===== src/rtl/recal_pkg.sv =====
// Package: shared register addresses, bit positions and the sequencer state type.
// Assumes a register bus with 12-bit word addresses and 32-bit data.
package recal_pkg;
    localparam logic [15:0] ADR_OWNER  = 16'h000;
    localparam logic [15:0] ADR_CAL_EN = 16'h100;
    localparam logic [15:0] ADR_RATE   = 16'h166;
    localparam logic [15:0] ADR_CAPST  = 16'h281;

    localparam int BIT_EN_RX      = 1;
    localparam int BIT_EN_TX      = 5;
    localparam int BIT_ADAPT      = 6;
    localparam int BIT_RATE_SAME  = 7;
    localparam int BIT_BUSYEN_RX  = 5;
    localparam int BIT_BUSYEN_TX  = 4;
    localparam int BIT_ARB_HELD   = 2;
    localparam int BIT_ST_RX      = 1;
    localparam int BIT_ST_TX      = 0;

    localparam logic [7:0] OWN_CLAIM   = 8'h02;
    localparam logic [7:0] OWN_RELEASE = 8'h01;

    typedef enum logic [3:0] {
        S_IDLE,
        S_CLAIM,
        S_ARB,
        S_EN_RD,
        S_EN_WR,
        S_RATE_RD,
        S_RATE_WR,
        S_CAP_RD,
        S_CAP_WR,
        S_RELEASE,
        S_GAP,
        S_STAT
    } seq_state_t;
endpackage


===== src/rtl/recal_bus_master.sv =====
// Module: runs one register-bus access at a time with a wait-request handshake.
// Assumes req is only raised when no access is in flight; ack pulses one cycle
// after the completing edge, and rd_q then holds the captured read data.
module recal_bus_master #(
    parameter int ADDR_W = 12,
    parameter int DATA_W = 32
) (
    input  logic              clk,
    input  logic              rst_n,
    input  logic              req,
    input  logic              req_wr,
    input  logic [ADDR_W-1:0] req_addr,
    input  logic [DATA_W-1:0] req_wdata,
    input  logic              waitreq,
    input  logic [DATA_W-1:0] rdata,
    output logic [ADDR_W-1:0] bus_addr,
    output logic              bus_read,
    output logic              bus_write,
    output logic [DATA_W-1:0] bus_wdata,
    output logic              ack,
    output logic [DATA_W-1:0] rd_q
);
    logic in_flight;
    assign in_flight = bus_read | bus_write;

    // Launch, hold and retire the single outstanding access.
    always_ff @(posedge clk) begin
        if (!rst_n) begin
            bus_addr  <= '0;
            bus_read  <= 1'b0;
            bus_write <= 1'b0;
            bus_wdata <= '0;
            ack       <= 1'b0;
            rd_q      <= '0;
        end else begin
            ack <= 1'b0;
            if (in_flight) begin
                if (!waitreq) begin
                    bus_read  <= 1'b0;
                    bus_write <= 1'b0;
                    ack       <= 1'b1;
                    if (bus_read) begin
                        rd_q <= rdata;
                    end
                end
            end else if (req) begin
                bus_addr  <= req_addr;
                bus_wdata <= req_wdata;
                bus_read  <= !req_wr;
                bus_write <= req_wr;
            end
        end
    end

    AST_HOLD_ON_STALL: assert property (@(posedge clk) disable iff (!rst_n)
        (in_flight && waitreq) |=> ($stable(bus_addr) && $stable(bus_wdata) && $stable(bus_read) && $stable(bus_write)));
    AST_ONE_STROBE: assert property (@(posedge clk) disable iff (!rst_n)
        !(bus_read && bus_write));
    AST_ACK_FOLLOWS_XFER: assert property (@(posedge clk) disable iff (!rst_n)
        (in_flight && !waitreq) |=> (ack && !bus_read && !bus_write));
endmodule


===== src/rtl/recal_timer.sv =====
// Module: poll-spacing down-counter and a saturating timeout counter.
// Assumes clr is held while the sequencer is idle; timeout_limit is non-zero.
module recal_timer #(
    parameter int POLL_W = 16,
    parameter int TO_W   = 24
) (
    input  logic              clk,
    input  logic              rst_n,
    input  logic              clr,
    input  logic              run,
    input  logic              poll_load,
    input  logic [POLL_W-1:0] poll_interval,
    input  logic [TO_W-1:0]   timeout_limit,
    output logic              poll_due,
    output logic              timed_out
);
    logic [POLL_W-1:0] poll_cnt;
    logic [TO_W-1:0]   run_cnt;

    assign poll_due  = (poll_cnt == '0) && !poll_load;
    assign timed_out = (run_cnt >= timeout_limit);

    // Count down the spacing before the next status read.
    always_ff @(posedge clk) begin
        if (!rst_n) begin
            poll_cnt <= '0;
        end else if (poll_load) begin
            poll_cnt <= poll_interval;
        end else if (poll_cnt != '0) begin
            poll_cnt <= poll_cnt - 1'b1;
        end
    end

    // Count cycles since start, stopping at the limit.
    always_ff @(posedge clk) begin
        if (!rst_n || clr) begin
            run_cnt <= '0;
        end else if (run && !timed_out) begin
            run_cnt <= run_cnt + 1'b1;
        end
    end

    AST_TIMEOUT_STICKS: assert property (@(posedge clk) disable iff (!rst_n)
        (timed_out && !clr && $stable(timeout_limit)) |=> timed_out);
endmodule


===== src/rtl/xcvr_recal_seq.sv =====
// Module: top of the recalibration sequencer. Claims the register bus, waits
// for the grant, applies the read-modify-write steps, releases the bus and
// polls status until the enabled busy flags clear or the time budget runs out.
// Assumes the slave ends each access eventually and the options are valid with start.
module xcvr_recal_seq
    import recal_pkg::*;
#(
    parameter int ADDR_W = 12,
    parameter int DATA_W = 32,
    parameter int POLL_W = 16,
    parameter int TO_W   = 24
) (
    input  logic              clk,
    input  logic              rst_n,
    input  logic              start,
    input  logic              opt_rx,
    input  logic              opt_tx,
    input  logic              opt_rate_switched,
    input  logic              opt_busy_rx_en,
    input  logic              opt_busy_tx_en,
    input  logic [POLL_W-1:0] poll_interval,
    input  logic [TO_W-1:0]   timeout_limit,
    output logic [ADDR_W-1:0] bus_addr,
    output logic              bus_read,
    output logic              bus_write,
    output logic [DATA_W-1:0] bus_wdata,
    input  logic [DATA_W-1:0] bus_rdata,
    input  logic              bus_waitreq,
    output logic              busy,
    output logic              done,
    output logic              error
);
    localparam logic [ADDR_W-1:0] A_OWNER  = ADDR_W'(ADR_OWNER);
    localparam logic [ADDR_W-1:0] A_CAL_EN = ADDR_W'(ADR_CAL_EN);
    localparam logic [ADDR_W-1:0] A_RATE   = ADDR_W'(ADR_RATE);
    localparam logic [ADDR_W-1:0] A_CAPST  = ADDR_W'(ADR_CAPST);

    seq_state_t        state;
    logic              pend;
    logic              cfg_rx, cfg_tx, cfg_rs, cfg_brx, cfg_btx;
    logic              req, req_wr, acc_state, ack;
    logic [ADDR_W-1:0] req_addr;
    logic [DATA_W-1:0] req_wdata, rd_q;
    logic [DATA_W-1:0] en_val, rate_val, cap_val;
    logic              flags_busy, waiting, stop_to;
    logic              poll_load, poll_due, timed_out;

    assign busy = (state != S_IDLE);

    // Merge the selected fields into the value just read.
    always_comb begin
        en_val                 = rd_q;
        en_val[BIT_ADAPT]      = 1'b0;
        if (cfg_rx) en_val[BIT_EN_RX] = 1'b1;
        if (cfg_tx) en_val[BIT_EN_TX] = 1'b1;
        rate_val               = rd_q;
        rate_val[BIT_RATE_SAME] = !cfg_rs;
        cap_val                = rd_q;
        cap_val[BIT_BUSYEN_RX] = cfg_brx;
        cap_val[BIT_BUSYEN_TX] = cfg_btx;
    end

    assign flags_busy = (rd_q[BIT_ST_RX] & cfg_brx) | (rd_q[BIT_ST_TX] & cfg_btx);
    assign waiting    = (state == S_ARB) || (state == S_GAP) || (state == S_STAT);
    assign stop_to    = waiting && timed_out && !pend;

    // Pick the access that the current state needs.
    always_comb begin
        acc_state = 1'b1;
        req_wr    = 1'b0;
        req_addr  = A_CAPST;
        req_wdata = '0;
        unique case (state)
            S_CLAIM:   begin req_wr = 1'b1; req_addr = A_OWNER; req_wdata = DATA_W'(OWN_CLAIM); end
            S_ARB:     req_addr = A_CAPST;
            S_EN_RD:   req_addr = A_CAL_EN;
            S_EN_WR:   begin req_wr = 1'b1; req_addr = A_CAL_EN; req_wdata = en_val; end
            S_RATE_RD: req_addr = A_RATE;
            S_RATE_WR: begin req_wr = 1'b1; req_addr = A_RATE; req_wdata = rate_val; end
            S_CAP_RD:  req_addr = A_CAPST;
            S_CAP_WR:  begin req_wr = 1'b1; req_addr = A_CAPST; req_wdata = cap_val; end
            S_RELEASE: begin req_wr = 1'b1; req_addr = A_OWNER; req_wdata = DATA_W'(OWN_RELEASE); end
            S_STAT:    req_addr = A_CAPST;
            default:   acc_state = 1'b0;
        endcase
    end

    assign req       = acc_state && !pend && !stop_to;
    assign poll_load = ack && ((state == S_RELEASE) || ((state == S_STAT) && flags_busy));

    // Sequence the steps, latch options, raise done and error.
    always_ff @(posedge clk) begin
        if (!rst_n) begin
            state   <= S_IDLE;
            pend    <= 1'b0;
            done    <= 1'b0;
            error   <= 1'b0;
            cfg_rx  <= 1'b0;
            cfg_tx  <= 1'b0;
            cfg_rs  <= 1'b0;
            cfg_brx <= 1'b0;
            cfg_btx <= 1'b0;
        end else begin
            done  <= 1'b0;
            error <= 1'b0;
            if (req) pend <= 1'b1;
            if (ack) pend <= 1'b0;
            unique case (state)
                S_IDLE: if (start && (opt_rx || opt_tx)) begin
                    cfg_rx  <= opt_rx;
                    cfg_tx  <= opt_tx;
                    cfg_rs  <= opt_rate_switched;
                    cfg_brx <= opt_busy_rx_en;
                    cfg_btx <= opt_busy_tx_en;
                    state   <= S_CLAIM;
                end
                S_CLAIM:   if (ack) state <= S_ARB;
                S_ARB: begin
                    if (stop_to) begin
                        error <= 1'b1;
                        state <= S_IDLE;
                    end else if (ack && !rd_q[BIT_ARB_HELD]) begin
                        state <= S_EN_RD;
                    end
                end
                S_EN_RD:   if (ack) state <= S_EN_WR;
                S_EN_WR:   if (ack) state <= cfg_rx ? S_RATE_RD : S_CAP_RD;
                S_RATE_RD: if (ack) state <= S_RATE_WR;
                S_RATE_WR: if (ack) state <= S_CAP_RD;
                S_CAP_RD:  if (ack) state <= S_CAP_WR;
                S_CAP_WR:  if (ack) state <= S_RELEASE;
                S_RELEASE: if (ack) state <= S_GAP;
                S_GAP: begin
                    if (stop_to) begin
                        error <= 1'b1;
                        state <= S_IDLE;
                    end else if (poll_due) begin
                        state <= S_STAT;
                    end
                end
                S_STAT: begin
                    if (stop_to) begin
                        error <= 1'b1;
                        state <= S_IDLE;
                    end else if (ack) begin
                        if (flags_busy) begin
                            state <= S_GAP;
                        end else begin
                            done  <= 1'b1;
                            state <= S_IDLE;
                        end
                    end
                end
                default: state <= S_IDLE;
            endcase
        end
    end

    recal_bus_master #(.ADDR_W(ADDR_W), .DATA_W(DATA_W)) u_master (
        .clk(clk), .rst_n(rst_n), .req(req), .req_wr(req_wr),
        .req_addr(req_addr), .req_wdata(req_wdata), .waitreq(bus_waitreq),
        .rdata(bus_rdata), .bus_addr(bus_addr), .bus_read(bus_read),
        .bus_write(bus_write), .bus_wdata(bus_wdata), .ack(ack), .rd_q(rd_q)
    );

    recal_timer #(.POLL_W(POLL_W), .TO_W(TO_W)) u_timer (
        .clk(clk), .rst_n(rst_n), .clr(state == S_IDLE), .run(busy),
        .poll_load(poll_load), .poll_interval(poll_interval),
        .timeout_limit(timeout_limit), .poll_due(poll_due), .timed_out(timed_out)
    );

    AST_DONE_ERR_EXCL: assert property (@(posedge clk) disable iff (!rst_n)
        !(done && error));
    AST_RATE_NEEDS_RX: assert property (@(posedge clk) disable iff (!rst_n)
        (bus_write && bus_addr == A_RATE) |-> cfg_rx);
    AST_START_IGNORED: assert property (@(posedge clk) disable iff (!rst_n)
        busy |=> $stable({cfg_rx, cfg_tx, cfg_rs, cfg_brx, cfg_btx}));
    AST_DONE_ENDS_RUN: assert property (@(posedge clk) disable iff (!rst_n)
        (done || error) |-> (!busy && !bus_read && !bus_write));
endmodule


===== config.mk =====
export PLATFORM = sky130hd
export DESIGN_NAME = xcvr_recal_seq
export DESIGN_NICKNAME = d
export VERILOG_FILES = /design/src/rtl/recal_pkg.sv /design/src/rtl/recal_bus_master.sv /design/src/rtl/recal_timer.sv /design/src/rtl/xcvr_recal_seq.sv
export SDC_FILE = /design/constraint.sdc
export NUM_CORES = 1
export LEC_CHECK = 0
export CORE_MARGIN = 1.5
export CORE_UTILIZATION = 40
export CTS_CLUSTER_SIZE = 25
export DETAILED_ROUTE_END_ITERATION = 12
export DONT_BUFFER_PORTS = 1
export GPL_TIMING_DRIVEN = 0
export PLACE_DENSITY_LB_ADDON = 0.12
export SKIP_CTS_REPAIR_TIMING = 1
export SYNTH_ARGS = -nofsm -noshare
export SYNTH_HDL_FRONTEND = slang
export SYNTH_SLANG_ARGS = --single-unit
export TNS_END_PERCENT = 50

===== constraint.sdc =====
create_clock -name clk -period 2.6 [get_ports clk]
set_input_delay 0.52 -clock clk [delete_from_list [all_inputs] [get_ports clk]]
set_output_delay 0.52 -clock clk [all_outputs]
set_load 0.01 [all_outputs]

==> flow_summary_export.csv <==
group,metric,value,unit
status,run_status,"finished with violations",
status,violations,"setup timing",
placed_design,dp.cells,937,
finish,nFillCells,1393,
sta,period_share,1.01,
grt,antenna_found_initial,0,
logic_synthesis,ys_seq_area_frac,0.411,
sta,clock.fmax,380,MHz
clocking,path_clk_slew,0.06,ns
worst_setup_path,end_kind,"register",
pwr,switchingPower,2670,uW
worst_setup_path,path_cells,"ha_4, nand4_1, nor4_4, a22oi_2, o211ai_1, buf_4, a211oi_4, o31ai_4, buf_12, clkbuf_16, nand3_2, o21ai_1",
worst_hold_path,hold_end,"u_master.ack$_SDFF_PN0_",
route,finalWirelength,16600,um
finish,fin_nets,904,
pwr,power_frac_comb,0.365,
floorplanning,chipWidth,125,um
finish,area_growth,31.0,%
worst_setup_path,reg2reg_slack,-0.03,ns
floorplanning,initial_core_util,0.409,
floorplanning,core,14500,um^2
sta,skew,0.00967,ns
grt,grt_max_degree,17,
placed_design,dpl.hpwl,11200,um
pwr,p_leak,0.00284,uW
placed_design,gp_congestion,0.831,
logic_synthesis,ys_ff_latch,122,
floorplanning,boundaryPins,130,
clocking,cts_inserted_buffers,17,
finish,fin_cells,994,
grt,grt_pass1_wl,24900,um
pwr,switching_share,0.337,
worst_setup_path,crit_family,"compound AO/OA/AOI/OAI gates",
logic_synthesis,synth-async-reset-ratio,0,
pwr,p_int,5270,uW
flow_run,drv_cap,0,
sta,finalHoldViolations,0,
sta,slew_headroom,0.514,
logic_synthesis,syn_area_per_cell,7.92,um^2
sta,setup_ws,-0.0343,ns
worst_setup_path,path_buf_inv,3,
finish,drive_above_1_share,0.214,
clocking,clk_latency,0.42,ns
logic_synthesis,ys_dominant_reg_cell,"dfxtp_1",
worst_setup_path,cp_data_arrival_time,2.99,ns
worst_hold_path,worstHoldStart,"bus_waitreq",
worst_setup_path,cp_slowest_cell,"nor4_4",
grt,grt_pass1_vias,4935,
logic_synthesis,syn_inst,750,
placed_design,postPlaceCellArea,6210,um^2
worst_setup_path,crit_required,2.96,ns
sta,report.final.setup_viol,23,
clocking,clockBufferDepth,2,
worst_setup_path,regToRegEndpoint,"u_master.bus_wdata[8]$_SDFFE_PN0P_",
route,vias,5373,
worst_setup_path,path_class,"reg2reg",
clocking,htree_levels,4,
finish,utilization,0.536,
route,drtPass1Iterations,4,
route,antenna_left,0,
worst_setup_path,rr_worst_depth,12,
worst_hold_path,hold_depth,1,
worst_setup_path,cp_max_fo,9,
floorplanning,row_count,44,
route,drt-initial-drc-count,325,
pwr,seqPwrFrac,0.286,
route,drc,0,
floorplanning,die_y,125,um
pwr,power_density,1020,nW/um^2
clocking,cts-root-buf,"clkbuf_16",
finish,diodes,0,
worst_setup_path,max_stage_delay,0.39,ns
floorplanning,die_area,15600,um^2
sta,rsz0062_at_grt,"true",
logic_synthesis,synth-edff-count,0,
sta,period_needed,2.63,ns
clocking,cts_tree,"done",
worst_setup_path,worstReg2RegStart,"u_timer.run_cnt[23]$_SDFFE_PP0P_",
worst_hold_path,hold_path.class,"in2reg",
logic_synthesis,yosys_warnings,0,
route,vias_per_cell,5.41,
clocking,clock_sinks,122,
sta,tightest_slew,0.727,ns
pwr,power_frac_clock,0.349,
logic_synthesis,synthesis.area,5940,um^2
worst_setup_path,start_kind,"register",
finish,fin_area,7780,um^2
route,wire_per_inst,16.7,um
grt,overflow,0,
logic_synthesis,ys_types,50,
grt,grt_usage,0.198,
pwr,ir_drop,0.542,mV
placed_design,place.port_buffers,0,
sta,slew_violations,0,
-- registers in the layout (all words and copies together) (netlist names), 3 cells and up --
name	count
u_master.bus_wdata	32
u_master.rd_q	32
u_timer.run_cnt	24
u_timer.poll_cnt	16
state	4
u_master.bus_addr	3
-- final cells by class --
type	count	area [um^2]	share of cell area
Sequential cell	122	2480	0.319
Multi-Input combinational cell	546	3630	0.467
Inverter	32	120	0.0154
Clock buffer	22	484	0.0622
Buffer	53	309	0.0397
Timing Repair Buffer	25	317	0.0407
Tap cell	184	230	0.0296
Clock inverter	10	211	0.0272
-- power groups by stage --
stage / clock, uW / combinational [uW] / sequential [uW]
global placement: 0 / 1920 / 2300
finish: 2770 / 2900 / 2270
detailed placement: 0 / 1970 / 2300
global route: 2900 / 3130 / 2300
CTS: 2800 / 1980 / 2270
floorplan: 0 / 1520 / 2240
-- stage by stage --
| stage | TNS [ns] | worst slack [ns] | power, uW | hold slack (ns) |
|---|---|---|---|---|
| 3_3_place_gp | -35.06 | -0.675 | 4210 | 0.440 |
| 5_1_grt | -5.92 | -0.180 | 8340 | 0.155 |
| 6_report | -0.366 | -0.0343 | 7940 | 0.171 |
| 4_1_cts | -24.29 | -0.516 | 7050 | 0.153 |
| 2_1_floorplan | -0.0931 | -0.0186 | 3760 | 0.429 |
| 3_5_place_dp | -36.82 | -0.726 | 4270 | 0.448 |
-- synthesized netlist by cell type, types with 6 or more instances --
| cell type | count | area [um^2] |
|---|---|---|
| a211oi_1 | 15 | 113 |
| a21oi_1 | 66 | 330 |
| buf_4 | 9 | 67.6 |
| clkbuf_1 | 36 | 135 |
| dfxtp_1 | 122 | 2440 |
| ha_1 | 26 | 325 |
| inv_1 | 31 | 116 |
| mux2i_1 | 7 | 70.1 |
| nand2_1 | 124 | 465 |
| nand2b_1 | 12 | 75.1 |
| nand3_1 | 51 | 255 |
| nand4_1 | 8 | 50.1 |
| nor2_1 | 66 | 248 |
| nor2b_1 | 7 | 43.8 |
| nor3_1 | 18 | 90.1 |
| o21ai_0 | 38 | 190 |
| o21ai_1 | 6 | 30.0 |
| o31ai_1 | 9 | 67.6 |
| xnor2_1 | 10 | 87.6 |
| xor2_1 | 23 | 201 |
-- worst max-delay path by stage --
stage                                           from                                   to  slack (ns)  cells after the start
floorplan                          timeout_limit[22]    u_master.bus_addr[8]$_SDFFE_PN0P_       -0.02                     10
global placement                   timeout_limit[22]    u_master.bus_addr[8]$_SDFFE_PN0P_       -0.67                     11
detailed placement                 timeout_limit[22]  u_master.bus_wdata[12]$_SDFFE_PN0P_       -0.73                      9
CTS                 u_timer.run_cnt[22]$_SDFFE_PP0P_  u_master.bus_wdata[16]$_SDFFE_PN0P_       -0.52                      8
global route        u_timer.run_cnt[23]$_SDFFE_PP0P_   u_master.bus_wdata[8]$_SDFFE_PN0P_       -0.18                     12
finish              u_timer.run_cnt[23]$_SDFFE_PP0P_   u_master.bus_wdata[8]$_SDFFE_PN0P_       -0.03                     12
-- cell families after synthesis --
family,Yosys count,synth area share
AO/OA/AOI/OAI,156,0.158
XOR/XNOR,33,0.0487
adder cells (fa/ha/maj),26,0.0548
buffers and inverters,85,0.0604
flip-flops,122,0.411
multiplexers,7,0.0118
other,1,0.000631
AND/OR/NAND/NOR,320,0.255
-- metal layers --
| layer | global-route usage | vias up | routed length (um) |
|---|---|---|---|
| met4 | 0.0749 | 0 | 198 |
| met1 | 0.244 | 2546 | 7240 |
| met2 | 0.316 | 139 | 7970 |
| met3 | 0.0726 | 20 | 1150 |
| met5 | 0 | - | 0 |
| li1 | - | 2668 | - |
-- worst reg2reg max path, delay by kind of cell (launching register included) --
kind	cells	cell delay (ns)
buffers and inverters	3	0.58
AO/OA/AOI/OAI	5	0.69
flip-flops	1	0.35
AND/OR/NAND/NOR	3	0.68
adder cells (fa/ha/maj)	1	0.27
-- cell usage in the layout (no fill, tap or decap), types with 6 or more instances in the layout --
cell type,netlist,routed
nand2_1,124,121
dfxtp_1,122,104
nor2_1,66,64
a21oi_1,66,58
clkbuf_1,36,31
inv_1,31,30
o21ai_1,6,30
nand3_1,51,25
nand3_2,0,25
buf_4,9,24
xor2_1,23,23
clkbuf_16,0,23
nor3_1,18,17
ha_1,26,14
a211oi_1,15,13
nand2b_1,12,12
o21ai_0,38,12
ha_4,0,12
dfxtp_2,0,12
xnor2_1,10,10
nand4_1,8,8
a21oi_2,0,8
nor2b_1,7,7
mux2i_1,7,7
o31ai_1,9,6
bufinv_16,0,6
dfxtp_4,0,6
(Power assumes the default switching activity.)
